**src/rtl/lsw_pkg.sv**
```systemverilog
`timescale 1ns/1ps
// Shared types for the low-side channel controller.
package lsw_pkg;
    // Command source encoding; the values are decoded by the source mux.
    typedef enum logic [1:0] {
        SRC_PAR = 2'b00,
        SRC_OR  = 2'b01,
        SRC_AND = 2'b10,
        SRC_SER = 2'b11
    } src_sel_e;
endpackage

```
**src/rtl/lsw_src_mux.sv**
```systemverilog
`timescale 1ns/1ps
// Command source mux: builds each channel's command from the parallel pin
// and the serial bit according to the shared source field.
// Assumes all inputs are active high and synchronous to the system clock.
module lsw_src_mux #(
    parameter int NCH = 2
) (
    input  logic [1:0]     sel,
    input  logic [NCH-1:0] par,
    input  logic [NCH-1:0] ser,
    output logic [NCH-1:0] cmd
);
    import lsw_pkg::*;

    // Per-channel source selection.
    always_comb begin
        case (src_sel_e'(sel))
            SRC_PAR: cmd = par;
            SRC_OR:  cmd = par | ser;
            SRC_AND: cmd = par & ser;
            default: cmd = ser;
        endcase
    end
endmodule

```
**src/rtl/lsw_ovl_timer.sv**
```systemverilog
`timescale 1ns/1ps
// Saturating window counter. It counts clock edges while both the enable
// and the flag are high, and restarts at zero whenever either drops.
// 'expired' is high once the flag has lasted LIMIT edges and is still high.
// Assumes LIMIT >= 1.
module lsw_ovl_timer #(
    parameter int LIMIT = 20
) (
    input  logic clk,
    input  logic rst_n,
    input  logic en,
    input  logic flag,
    output logic expired
);
    localparam int W = $clog2(LIMIT + 1);
    localparam logic [W-1:0] LIM_W = W'(LIMIT);

    logic [W-1:0] cnt;

    // Count consecutive qualified cycles, saturating at the limit.
    always_ff @(posedge clk) begin
        if (!rst_n) begin
            cnt <= '0;
        end else if (!(en && flag)) begin
            cnt <= '0;
        end else if (cnt < LIM_W) begin
            cnt <= cnt + 1'b1;
        end
    end

    // Window has run out while the condition is still present.
    assign expired = en && flag && (cnt == LIM_W);

    AST_CNT_BOUND: assert property (@(posedge clk) disable iff (!rst_n)
        cnt <= LIM_W);
    AST_CNT_RESTART: assert property (@(posedge clk) disable iff (!rst_n)
        !$past(en && flag) |-> (cnt == '0));
endmodule

```
**src/rtl/lsw_ot_guard.sv**
```systemverilog
`timescale 1ns/1ps
// Overtemperature guard for one channel. The flag blocks the gate at once
// while the channel is commanded on. In latch mode a trip is remembered
// until the command rises again; the rising cycle itself is let through.
// Assumes 'rise' is the command's low-to-high transition from the channel.
module lsw_ot_guard (
    input  logic clk,
    input  logic rst_n,
    input  logic sleep,
    input  logic latch_mode,
    input  logic cmd,
    input  logic rise,
    input  logic ot_flag,
    output logic ot_block
);
    logic ot_lat;

    // Remember an overtemperature trip in latch mode.
    always_ff @(posedge clk) begin
        if (!rst_n) begin
            ot_lat <= 1'b0;
        end else if (sleep || !latch_mode) begin
            ot_lat <= 1'b0;
        end else if (cmd && ot_flag) begin
            ot_lat <= 1'b1;
        end else if (rise) begin
            ot_lat <= 1'b0;
        end
    end

    // Block the gate for a live flag or an unreleased latch.
    assign ot_block = (cmd && ot_flag) || (ot_lat && !rise);

    AST_LAT_NEEDS_MODE: assert property (@(posedge clk) disable iff (!rst_n)
        ot_lat |-> $past(latch_mode));
endmodule

```
**src/rtl/lsw_chan.sv**
```systemverilog
`timescale 1ns/1ps
// One power channel: detects command edges, applies the overtemperature
// guard and the two over-current reactions, and produces the gate enable
// and the limiting-mode fault.
// Assumes comparator flags are synchronous to clk.
module lsw_chan #(
    parameter int SHUTOFF_CYC = 20,
    parameter int FILTER_CYC  = 40
) (
    input  logic clk,
    input  logic rst_n,
    input  logic sleep,
    input  logic cmd,
    input  logic latch_mode,
    input  logic ilim1,
    input  logic ot_flag,
    input  logic oc_flag,
    output logic gate,
    output logic fault
);
    logic cmd_q;
    logic rise;
    logic ot_block;
    logic ol_lat;
    logic shut_exp;
    logic filt_exp;

    // Previous command level for edge detection.
    always_ff @(posedge clk) begin
        if (!rst_n) cmd_q <= 1'b0;
        else        cmd_q <= cmd;
    end

    assign rise = cmd && !cmd_q;

    lsw_ot_guard u_ot (
        .clk        (clk),
        .rst_n      (rst_n),
        .sleep      (sleep),
        .latch_mode (latch_mode),
        .cmd        (cmd),
        .rise       (rise),
        .ot_flag    (ot_flag),
        .ot_block   (ot_block)
    );

    // Gate enable: command qualified by all protection terms.
    assign gate = !sleep && cmd && !ot_block && !(ol_lat && !rise);

    lsw_ovl_timer #(.LIMIT(SHUTOFF_CYC)) u_shut (
        .clk     (clk),
        .rst_n   (rst_n),
        .en      (gate && !ilim1),
        .flag    (oc_flag),
        .expired (shut_exp)
    );

    lsw_ovl_timer #(.LIMIT(FILTER_CYC)) u_filt (
        .clk     (clk),
        .rst_n   (rst_n),
        .en      (gate && ilim1),
        .flag    (oc_flag),
        .expired (filt_exp)
    );

    // Overload switch-off latch, released by a command rise or limiting mode.
    always_ff @(posedge clk) begin
        if (!rst_n) begin
            ol_lat <= 1'b0;
        end else if (sleep || ilim1) begin
            ol_lat <= 1'b0;
        end else if (shut_exp) begin
            ol_lat <= 1'b1;
        end else if (rise) begin
            ol_lat <= 1'b0;
        end
    end

    // Limiting-mode fault follows the filtered flag.
    always_ff @(posedge clk) begin
        if (!rst_n) fault <= 1'b0;
        else        fault <= filt_exp;
    end

    AST_OT_CUTS_GATE: assert property (@(posedge clk) disable iff (!rst_n)
        ot_flag |-> !gate);
    AST_OT_LATCH_HOLDS: assert property (@(posedge clk) disable iff (!rst_n)
        (latch_mode && $past(latch_mode) && $past(ot_flag && cmd && !sleep)
         && cmd && !sleep) |-> !gate);
    AST_SHUT_NEEDS_OVL: assert property (@(posedge clk) disable iff (!rst_n)
        $rose(ol_lat) |-> $past(oc_flag && gate));
    AST_L1_NEVER_CUT: assert property (@(posedge clk) disable iff (!rst_n)
        (ilim1 && $past(ilim1) && cmd && !sleep && !ot_block) |-> gate);
    AST_FAULT_NEEDS_FLAG: assert property (@(posedge clk) disable iff (!rst_n)
        fault |-> $past(oc_flag && ilim1));
endmodule

```
**src/rtl/lsw_chan_ctrl.sv**
```systemverilog
`timescale 1ns/1ps
// Two-channel low-side switch controller top. Selects each channel's
// command source, runs one protection channel per output, and passes the
// slew selection through.
// Assumes all inputs are synchronous to clk; reset is synchronous, active low.
module lsw_chan_ctrl #(
    parameter int NCH         = 2,
    parameter int SHUTOFF_CYC = 20,
    parameter int FILTER_CYC  = 40
) (
    input  logic           clk,
    input  logic           rst_n,
    input  logic [NCH-1:0] par_in,
    input  logic [NCH-1:0] ser_on,
    input  logic [1:0]     src_mode,
    input  logic           ot_latch_mode,
    input  logic [NCH-1:0] ilim_mode,
    input  logic [NCH-1:0] slew_sel,
    input  logic           sleep,
    input  logic [NCH-1:0] ot_flag,
    input  logic [NCH-1:0] oc_flag,
    output logic [NCH-1:0] gate_en,
    output logic [NCH-1:0] ovl_fault,
    output logic [NCH-1:0] slew_out
);
    logic [NCH-1:0] cmd;

    lsw_src_mux #(.NCH(NCH)) u_mux (
        .sel (src_mode),
        .par (par_in),
        .ser (ser_on),
        .cmd (cmd)
    );

    // One protection channel per output.
    for (genvar i = 0; i < NCH; i++) begin : g_ch
        lsw_chan #(
            .SHUTOFF_CYC (SHUTOFF_CYC),
            .FILTER_CYC  (FILTER_CYC)
        ) u_ch (
            .clk        (clk),
            .rst_n      (rst_n),
            .sleep      (sleep),
            .cmd        (cmd[i]),
            .latch_mode (ot_latch_mode),
            .ilim1      (ilim_mode[i]),
            .ot_flag    (ot_flag[i]),
            .oc_flag    (oc_flag[i]),
            .gate       (gate_en[i]),
            .fault      (ovl_fault[i])
        );
    end

    // Slew selection goes straight to the driver.
    assign slew_out = slew_sel;

    AST_SLEEP_GATES_OFF: assert property (@(posedge clk) disable iff (!rst_n)
        sleep |-> (gate_en == '0));
    AST_AND_NEEDS_BOTH: assert property (@(posedge clk) disable iff (!rst_n)
        (src_mode == 2'b10) |-> ((gate_en & ~(par_in & ser_on)) == '0));
    AST_SER_ONLY: assert property (@(posedge clk) disable iff (!rst_n)
        (src_mode == 2'b11) |-> ((gate_en & ~ser_on) == '0));
endmodule

```
**config.mk**
```make
export PLATFORM = sky130hd
export DESIGN_NAME = lsw_chan_ctrl
export DESIGN_NICKNAME = d
export VERILOG_FILES = /design/src/rtl/lsw_pkg.sv /design/src/rtl/lsw_src_mux.sv /design/src/rtl/lsw_ovl_timer.sv /design/src/rtl/lsw_ot_guard.sv /design/src/rtl/lsw_chan.sv /design/src/rtl/lsw_chan_ctrl.sv
export SDC_FILE = /design/constraint.sdc
export NUM_CORES = 1
export LEC_CHECK = 0
export BUFFER_PORTS_ARGS = -buffer_cell sky130_fd_sc_hd__buf_2
export CAP_MARGIN = 20
export CORE_MARGIN = 5
export CORE_UTILIZATION = 40
export CTS_CLUSTER_SIZE = 30
export DETAILED_ROUTE_END_ITERATION = 10
export GPL_ROUTABILITY_DRIVEN = 0
export GPL_TIMING_DRIVEN = 0
export PLACE_DENSITY_LB_ADDON = 0.25
export RECOVER_POWER = 100
export REMOVE_ABC_BUFFERS = 1
export SKIP_LAST_GASP = 1
export SYNTH_ARGS = -nofsm -noshare
export SYNTH_HDL_FRONTEND = slang
export SYNTH_SLANG_ARGS = --single-unit
```
**constraint.sdc**
```tcl
create_clock -name clk -period 2 [get_ports clk]
set_input_delay 0.4 -clock clk [delete_from_list [all_inputs] [get_ports clk]]
set_output_delay 0.4 -clock clk [all_outputs]
set_load 0.1 [all_outputs]
```
[Yosys cells after proc, flatten, opt, wreduce, memory -nomap -nowiden]
Index checks and enable logic that the tools add are counted.
W data, S select, Z words.
Word-level totals
  logic and storage cells: 91
  flip-flop bits (word level): 30
  bits of input ports: 18
  output and inout port bits: 6
Operators by class
  multiplexer cells: 7
  equality and inequality tests: 6
  bitwise operators: 3
  order comparisons: 4
  reductions and logical operators: 55
  add/subtract/negate cells: 4
Operators with widths (number)
  $logic_and A1 B1 Y1: 26
  $add A6 B1 Y6 const B: 2
  $eq A6 B6 Y1 const B: 2
  $logic_not A1 Y1: 12
  $lt A6 B6 Y1 const B: 2
  $add A5 B1 Y5 const B: 2
  $eq A5 B5 Y1 const B: 2
  $lt A5 B5 Y1 const B: 2
  $reduce_and A2 Y1: 4
  $reduce_bool A2 Y1: 4
  $mux W1: 6
  $pmux W2 S3: 1
  $reduce_or A2 Y1: 3
  $logic_or A1 B1 Y1: 5
  $and A2 B2 Y2: 1
  $eq A2 B1 Y1 const B: 1
  $eq A2 B2 Y1 const B: 1
  $logic_not A2 Y1: 1
  $or A2 B2 Y2: 1
  $not A1 Y1: 1

[Depth between registers and ports, before layout]
  word-level depth: 13
  depth in mapped cells: 5
  gate-level depth less buffers: 5

[By module]
From an unflattened synthesis, not the netlist that was laid out.
Second synthesis, totals
  cells, all modules: 166
  area total of the unflattened synthesis: 1525.2 µm²
By module, submodules not included
  lsw_ovl_timer at g_ch[0].u_ch.u_filt ...: times used 2, sequential area each 120.1 µm², area each 299.0 µm², cells an instance 32
  lsw_ovl_timer at g_ch[0].u_ch.u_shut ...: times used 2, sequential area each 100.1 µm², area each 241.5 µm², cells an instance 28
  lsw_chan: times used 2, sequential area each 60.1 µm², area each 141.4 µm², cells an instance 13
  lsw_ot_guard: times used 2, sequential area each 20.0 µm², area each 57.6 µm², cells an instance 6
  lsw_src_mux: times used 1, sequential area each 0.0 µm², area each 31.3 µm², cells an instance 6
  lsw_chan_ctrl: times used 1, sequential area each 0.0 µm², area each 15.0 µm², cells an instance 2

[Worst setup path before layout]
OpenSTA, ideal clock, no wires.
  kind: input -> output
  start point: input port src_mode[1]
  end point: output port gate_en[1]
  stages on the path: 4
  setup slack: 0.478 ns
  data arrival time: 1.122 ns
  buffers on the path: 1
  cell sequence: and2b_4 -> o211ai_1 -> nor2_1 -> buf_4
On the way
  cells in the longest elaborated chain, start to end: 9
  elaborated cells on any way between the ends: 15
  those cells by class: eq/ne: 2; mux: 1; reduce/logical: 12
Ends and longest elaborated chain
  start, declared: RTL line lsw_chan_ctrl.sv:15  | input logic [1:0] src_mode,
  $eq A2 B2 Y1 (tied with other cells): RTL line lsw_src_mux.sv:17  | case (src_sel_e'(sel))
  $pmux W2 S3 (*): RTL line lsw_src_mux.sv:17
  $logic_and A1 B1 Y1: RTL line lsw_chan.sv:34  | assign rise = cmd && !cmd_q;
  $logic_not A1 Y1: RTL line lsw_ot_guard.sv:32, lsw_chan.sv:48
  $logic_and A1 B1 Y1: RTL line lsw_ot_guard.sv:32  | assign ot_block = (cmd && ot_flag) || (ot_lat && !rise);
  $logic_or A1 B1 Y1: RTL line lsw_ot_guard.sv:32
  $logic_not A1 Y1: RTL line lsw_chan.sv:48  | assign gate = !sleep && cmd && !ot_block && !(ol_lat && !rise);
  $logic_and A1 B1 Y1: RTL line lsw_chan.sv:48
  $logic_and A1 B1 Y1 (*): RTL line lsw_chan.sv:48
  end, declared: RTL line lsw_chan_ctrl.sv:22  | output logic [NCH-1:0] gate_en,
Every way passes the cells marked *; elsewhere a longest branch is shown, timed or not.

[Worst setup path in the final report]
  start point: register g_ch[0].u_ch.cmd_q
  end point: output port gate_en[0]
On the way
  cells in the longest elaborated chain, start to end: 8
  elaborated cells on any way between the ends: 10
  those cells by class: reduce/logical: 10
Ends and longest elaborated chain
  start, declared: RTL line lsw_chan.sv:21  | logic cmd_q;
  start signal, assigned: RTL line lsw_chan.sv:31  | else cmd_q <= cmd;
  $logic_not A1 Y1 (*): RTL line lsw_chan.sv:34
  $logic_and A1 B1 Y1 (*): RTL line lsw_chan.sv:34
  $logic_not A1 Y1 (*): RTL line lsw_ot_guard.sv:32, lsw_chan.sv:48
  $logic_and A1 B1 Y1: RTL line lsw_ot_guard.sv:32
  $logic_or A1 B1 Y1: RTL line lsw_ot_guard.sv:32
  $logic_not A1 Y1: RTL line lsw_chan.sv:48
  $logic_and A1 B1 Y1: RTL line lsw_chan.sv:48
  $logic_and A1 B1 Y1 (*): RTL line lsw_chan.sv:48
Marked as above.

==> impl_summary.log <==
[metrics] via count of the first global-routing pass: 1270
[metrics] die outline width: 71.9 um
[metrics] compound-gate portion of the synthesized area: 14.5%
[metrics] worst hold margin: 0.397 ns
[metrics] Bufs on Longest Clock Path: 2
[metrics] detailed-route vias per instance: 5.45
[metrics] Worst setup SP type: flip-flop
[metrics] largest family of logic cells by synthesized area: simple AND/OR/NAND/NOR gates
[metrics] Crit path required time: 1.60 ns
[metrics] standard-cell row count: 22
[metrics] Top Ports: 24
[metrics] GRT Util Overall: 13.0%
[metrics] number of nets with antenna violations after routing: 0
[metrics] achievable frequency: 537 MHz
[metrics] number of cells upsized or downsized after cts: 0
[metrics] flip-flop and latch count after synthesis: 30
[metrics] type of element capturing the critical path: output pin
[metrics] number of buffers inserted during clock tree synthesis: 5
[metrics] Buffers on Ports: 19
[metrics] share of final-layout standard cells stronger than drive strength 1: 12.9%
[metrics] Rel. slew slack: 37.2%
[metrics] sequential fraction of the synthesis area: 39.2%
[metrics] wire length of the first global-routing pass: 5.48 mm
[metrics] final critical delay including setup and external delays: 1.86 ns
[metrics] area of the core: 3690 um2
[metrics] Largest delay share family, worst path: compound AO/OA/AOI/OAI gates
[metrics] number of inserted diodes: 0
[metrics] share of flip-flops with an asynchronous set or reset: 0%
[metrics] CP max stage cell: sky130_fd_sc_hd__clkbuf_4
[metrics] buffer cell driving the clock tree root: sky130_fd_sc_hd__clkbuf_8
[metrics] buffers inserted by post-CTS timing repair: 0
[metrics] predominant post-synthesis flop cell: sky130_fd_sc_hd__dfxtp_1
[metrics] wire per inst: 12.5 um
[metrics] adder-cell share of the synthesized area: 6.54%
[metrics] initial detailed-routing violation count: 49
[metrics] number of detailed-routing iterations run before antenna repair: 4
[metrics] reported leakage power: 0.601 nW
[metrics] Clk Latency, worst-skew pair: 0.27 ns
[metrics] category of the critical setup timing path: flip-flop to output pin
[metrics] transition time at the pin with the least slew margin: 0.938 ns
[metrics] worst hold path class: input pin to flip-flop
[metrics] count of flip-flops with a built-in enable after synthesis: 0
[metrics] Total Nets Final: 212
[metrics] TritonCTS clock tree: built
[metrics] pre-CTS setup slack: 0.137 ns
[metrics] setup repair after global routing missed its margin: false
[metrics] overall via count from detail_route: 1275
[metrics] post-synthesis to final-layout area growth: 10.5%
[metrics] antenna violations before repair: 0
[metrics] HPWL after DPL: 2.25 mm
[metrics] Syn Inst Count: 168
[metrics] Post-Route Skew: 0.00468 ns
[metrics] die extent in y: 71.9 um
[metrics] Slew Viols, Final: 0
[metrics] final setup violation count: 0
[metrics] Maximum Capacitance Violations: 0
[metrics] Clock H-tree levels: 2
[metrics] largest net degree at the start of global routing: 13
[metrics] number of buffers added to fix hold violations after cts: 0
[metrics] power per cell area: 671 nW/um2
[metrics] clk sink count: 30
[metrics] post-synthesis share of cell area spent on xor and xnor gates: 4.58%
[metrics] multiplexer area fraction after synthesis: 2.62%
[metrics] summed instance area of the synthesized netlist: 1530 um2
[metrics] maximum VDD drop: 0.000360 V
[metrics] average size of a mapped cell: 9.11 um2
[metrics] buffers plus inverters on the worst setup path: 1
[metrics] starting density of the core: 41.5%
[metrics] gr ovfl total: 0
[metrics] final worst-path cycle share: 93.1%
[metrics] Residual DRC: 0
[metrics] Arrival @ worst endpoint: 1.46 ns
[metrics] cells along the critical path: a211oi_1 -> nand3_1 -> a21oi_1 -> clkbuf_4
[metrics] critical path fanouts, max: 5
[metrics] Max stage delay on crit path: 0.35 ns
[metrics] post-synthesis simple-gate area fraction: 25.1%
[metrics] total length of routed wires: 2.93 mm
[metrics] number of hold-slack violations in the final timing report: 0
[metrics] register clock-pin slew on the reported worst setup and hold paths: 0.06 ns
[metrics] Yosys warning count: 0
[metrics] outcome: complete, no violations
[metrics] Die Footprint: 5160 um2
[metrics] post-synthesis cell type count: 42
[metrics] setup slack of the critical path after layout: 0.138 ns
[report_power, final]
part	switching, mW	total (mW)	internal [mW]	leakage, nW
clock network	0.206	0.445	0.239	0.0383
registers	0.00349	0.606	0.602	0.242
logic	0.0537	0.0828	0.0291	0.320
[layer usage]
layer / vias up / wire length (um) / global-route usage [%]
li1: 649 / - / -
met5: - / 0 / 0
met2: 17 / 1450 / 21.8
met4: 0 / 34 / 5.43
met1: 604 / 1340 / 15.7
met3: 5 / 105 / 3.51
[worst register-to-register path, delay by kind of cell (launching register included)]
kind	cells	cell delay, ns
AO/OA/AOI/OAI	3	0.92
flip-flops	1	0.31
[cells by family (layout without fill, tap and decap cells)]
family          after synthesis  in the layout
simple gates                 63             63
compound gates               33             33
flops                        30             30
buf+inv                      22             40
fa+ha+maj                     8              8
xor+xnor                      8              8
mux                           4              4
[state kept, by name (all words and copies together) (netlist names)]
| signal | flops |
|---|---|
| g_ch.u_ch.u_filt.cnt | 12 |
| g_ch.u_ch.u_shut.cnt | 10 |
| g_ch.u_ch.cmd_q | 2 |
| g_ch.u_ch.fault | 2 |
| g_ch.u_ch.ol_lat | 2 |
| g_ch.u_ch.u_ot.ot_lat | 2 |
[layout by cell type (no fill, tap or decap), types with 2 or more instances in the layout]
cell,count
sky130_fd_sc_hd__dfxtp_1,30
sky130_fd_sc_hd__nor3_1,18
sky130_fd_sc_hd__inv_1,13
sky130_fd_sc_hd__buf_2,12
sky130_fd_sc_hd__nand2_1,8
sky130_fd_sc_hd__ha_1,8
sky130_fd_sc_hd__o21ai_0,7
sky130_fd_sc_hd__nand4b_1,6
sky130_fd_sc_hd__a21oi_1,5
sky130_fd_sc_hd__clkbuf_8,5
sky130_fd_sc_hd__clkbuf_1,5
sky130_fd_sc_hd__nor2_1,4
sky130_fd_sc_hd__a211oi_1,4
sky130_fd_sc_hd__nand3_1,4
sky130_fd_sc_hd__xnor2_1,4
sky130_fd_sc_hd__xor2_1,4
sky130_fd_sc_hd__mux2i_1,4
sky130_fd_sc_hd__o21a_1,3
sky130_fd_sc_hd__nor4_1,3
sky130_fd_sc_hd__nand4_1,3
sky130_fd_sc_hd__or3_1,3
sky130_fd_sc_hd__a31oi_1,3
sky130_fd_sc_hd__nor3b_1,3
sky130_fd_sc_hd__clkbuf_2,3
sky130_fd_sc_hd__o211ai_1,2
sky130_fd_sc_hd__nor4bb_1,2
sky130_fd_sc_hd__and3b_1,2
sky130_fd_sc_hd__o22ai_1,2
sky130_fd_sc_hd__o311ai_0,2
[cells in the mapped netlist, types with 4 or more instances]
cell type	count	area (um2)
sky130_fd_sc_hd__o21ai_0	6	30.0
sky130_fd_sc_hd__dfxtp_1	30	601
sky130_fd_sc_hd__nand2_1	8	30.0
sky130_fd_sc_hd__xnor2_1	4	35.0
sky130_fd_sc_hd__xor2_1	4	35.0
sky130_fd_sc_hd__inv_1	13	48.8
sky130_fd_sc_hd__nand3_1	4	20.0
sky130_fd_sc_hd__a21oi_1	5	25.0
sky130_fd_sc_hd__ha_1	8	100
sky130_fd_sc_hd__nor3_1	18	90.1
sky130_fd_sc_hd__buf_4	6	45.0
sky130_fd_sc_hd__nand4b_1	6	52.6
sky130_fd_sc_hd__nor2_1	4	15.0
sky130_fd_sc_hd__mux2i_1	4	40.0
[per-stage QoR]
step	cell area (um2)	total power [mW]	utilization, %	TNS [ns]	std cells
2_1_floorplan	1470	0.669	-	-0.998	160
3_3_place_gp	1620	0.700	44.0	0	227
3_5_place_dp	1620	0.704	44.0	0	227
4_1_cts	1700	1.15	46.1	0	234
5_1_grt	1690	1.19	45.8	0	234
6_report	1690	1.13	45.8	0	234
[worst paths after layout]
path                                          from                                 endpoint  slack, ns  depth (start not counted)
max reg2reg       g_ch[1].u_ch.ol_lat$_SDFFE_PP0P_  g_ch[1].u_ch.u_filt.cnt[3]$_SDFFE_PN0N_       0.66                          3
max                  g_ch[0].u_ch.cmd_q$_SDFF_PN0_                               gate_en[0]       0.14                          4
min reg2reg  g_ch[1].u_ch.u_ot.ot_lat$_SDFFE_PP0P_    g_ch[1].u_ch.u_ot.ot_lat$_SDFFE_PP0P_       0.47                          2
min                                     ot_flag[0]    g_ch[0].u_ch.u_ot.ot_lat$_SDFFE_PP0P_       0.40                          3
[layout make-up]
cell class / instances / area, um2
multi-input combinational: 116 / 807
tap: 48 / 60.1
inverter: 14 / 52.6
clock buffer: 7 / 76.3
timing repair buffer: 19 / 93.8
sequential: 30 / 601
fill: 389 / 2000
(Power assumes the default switching activity.)
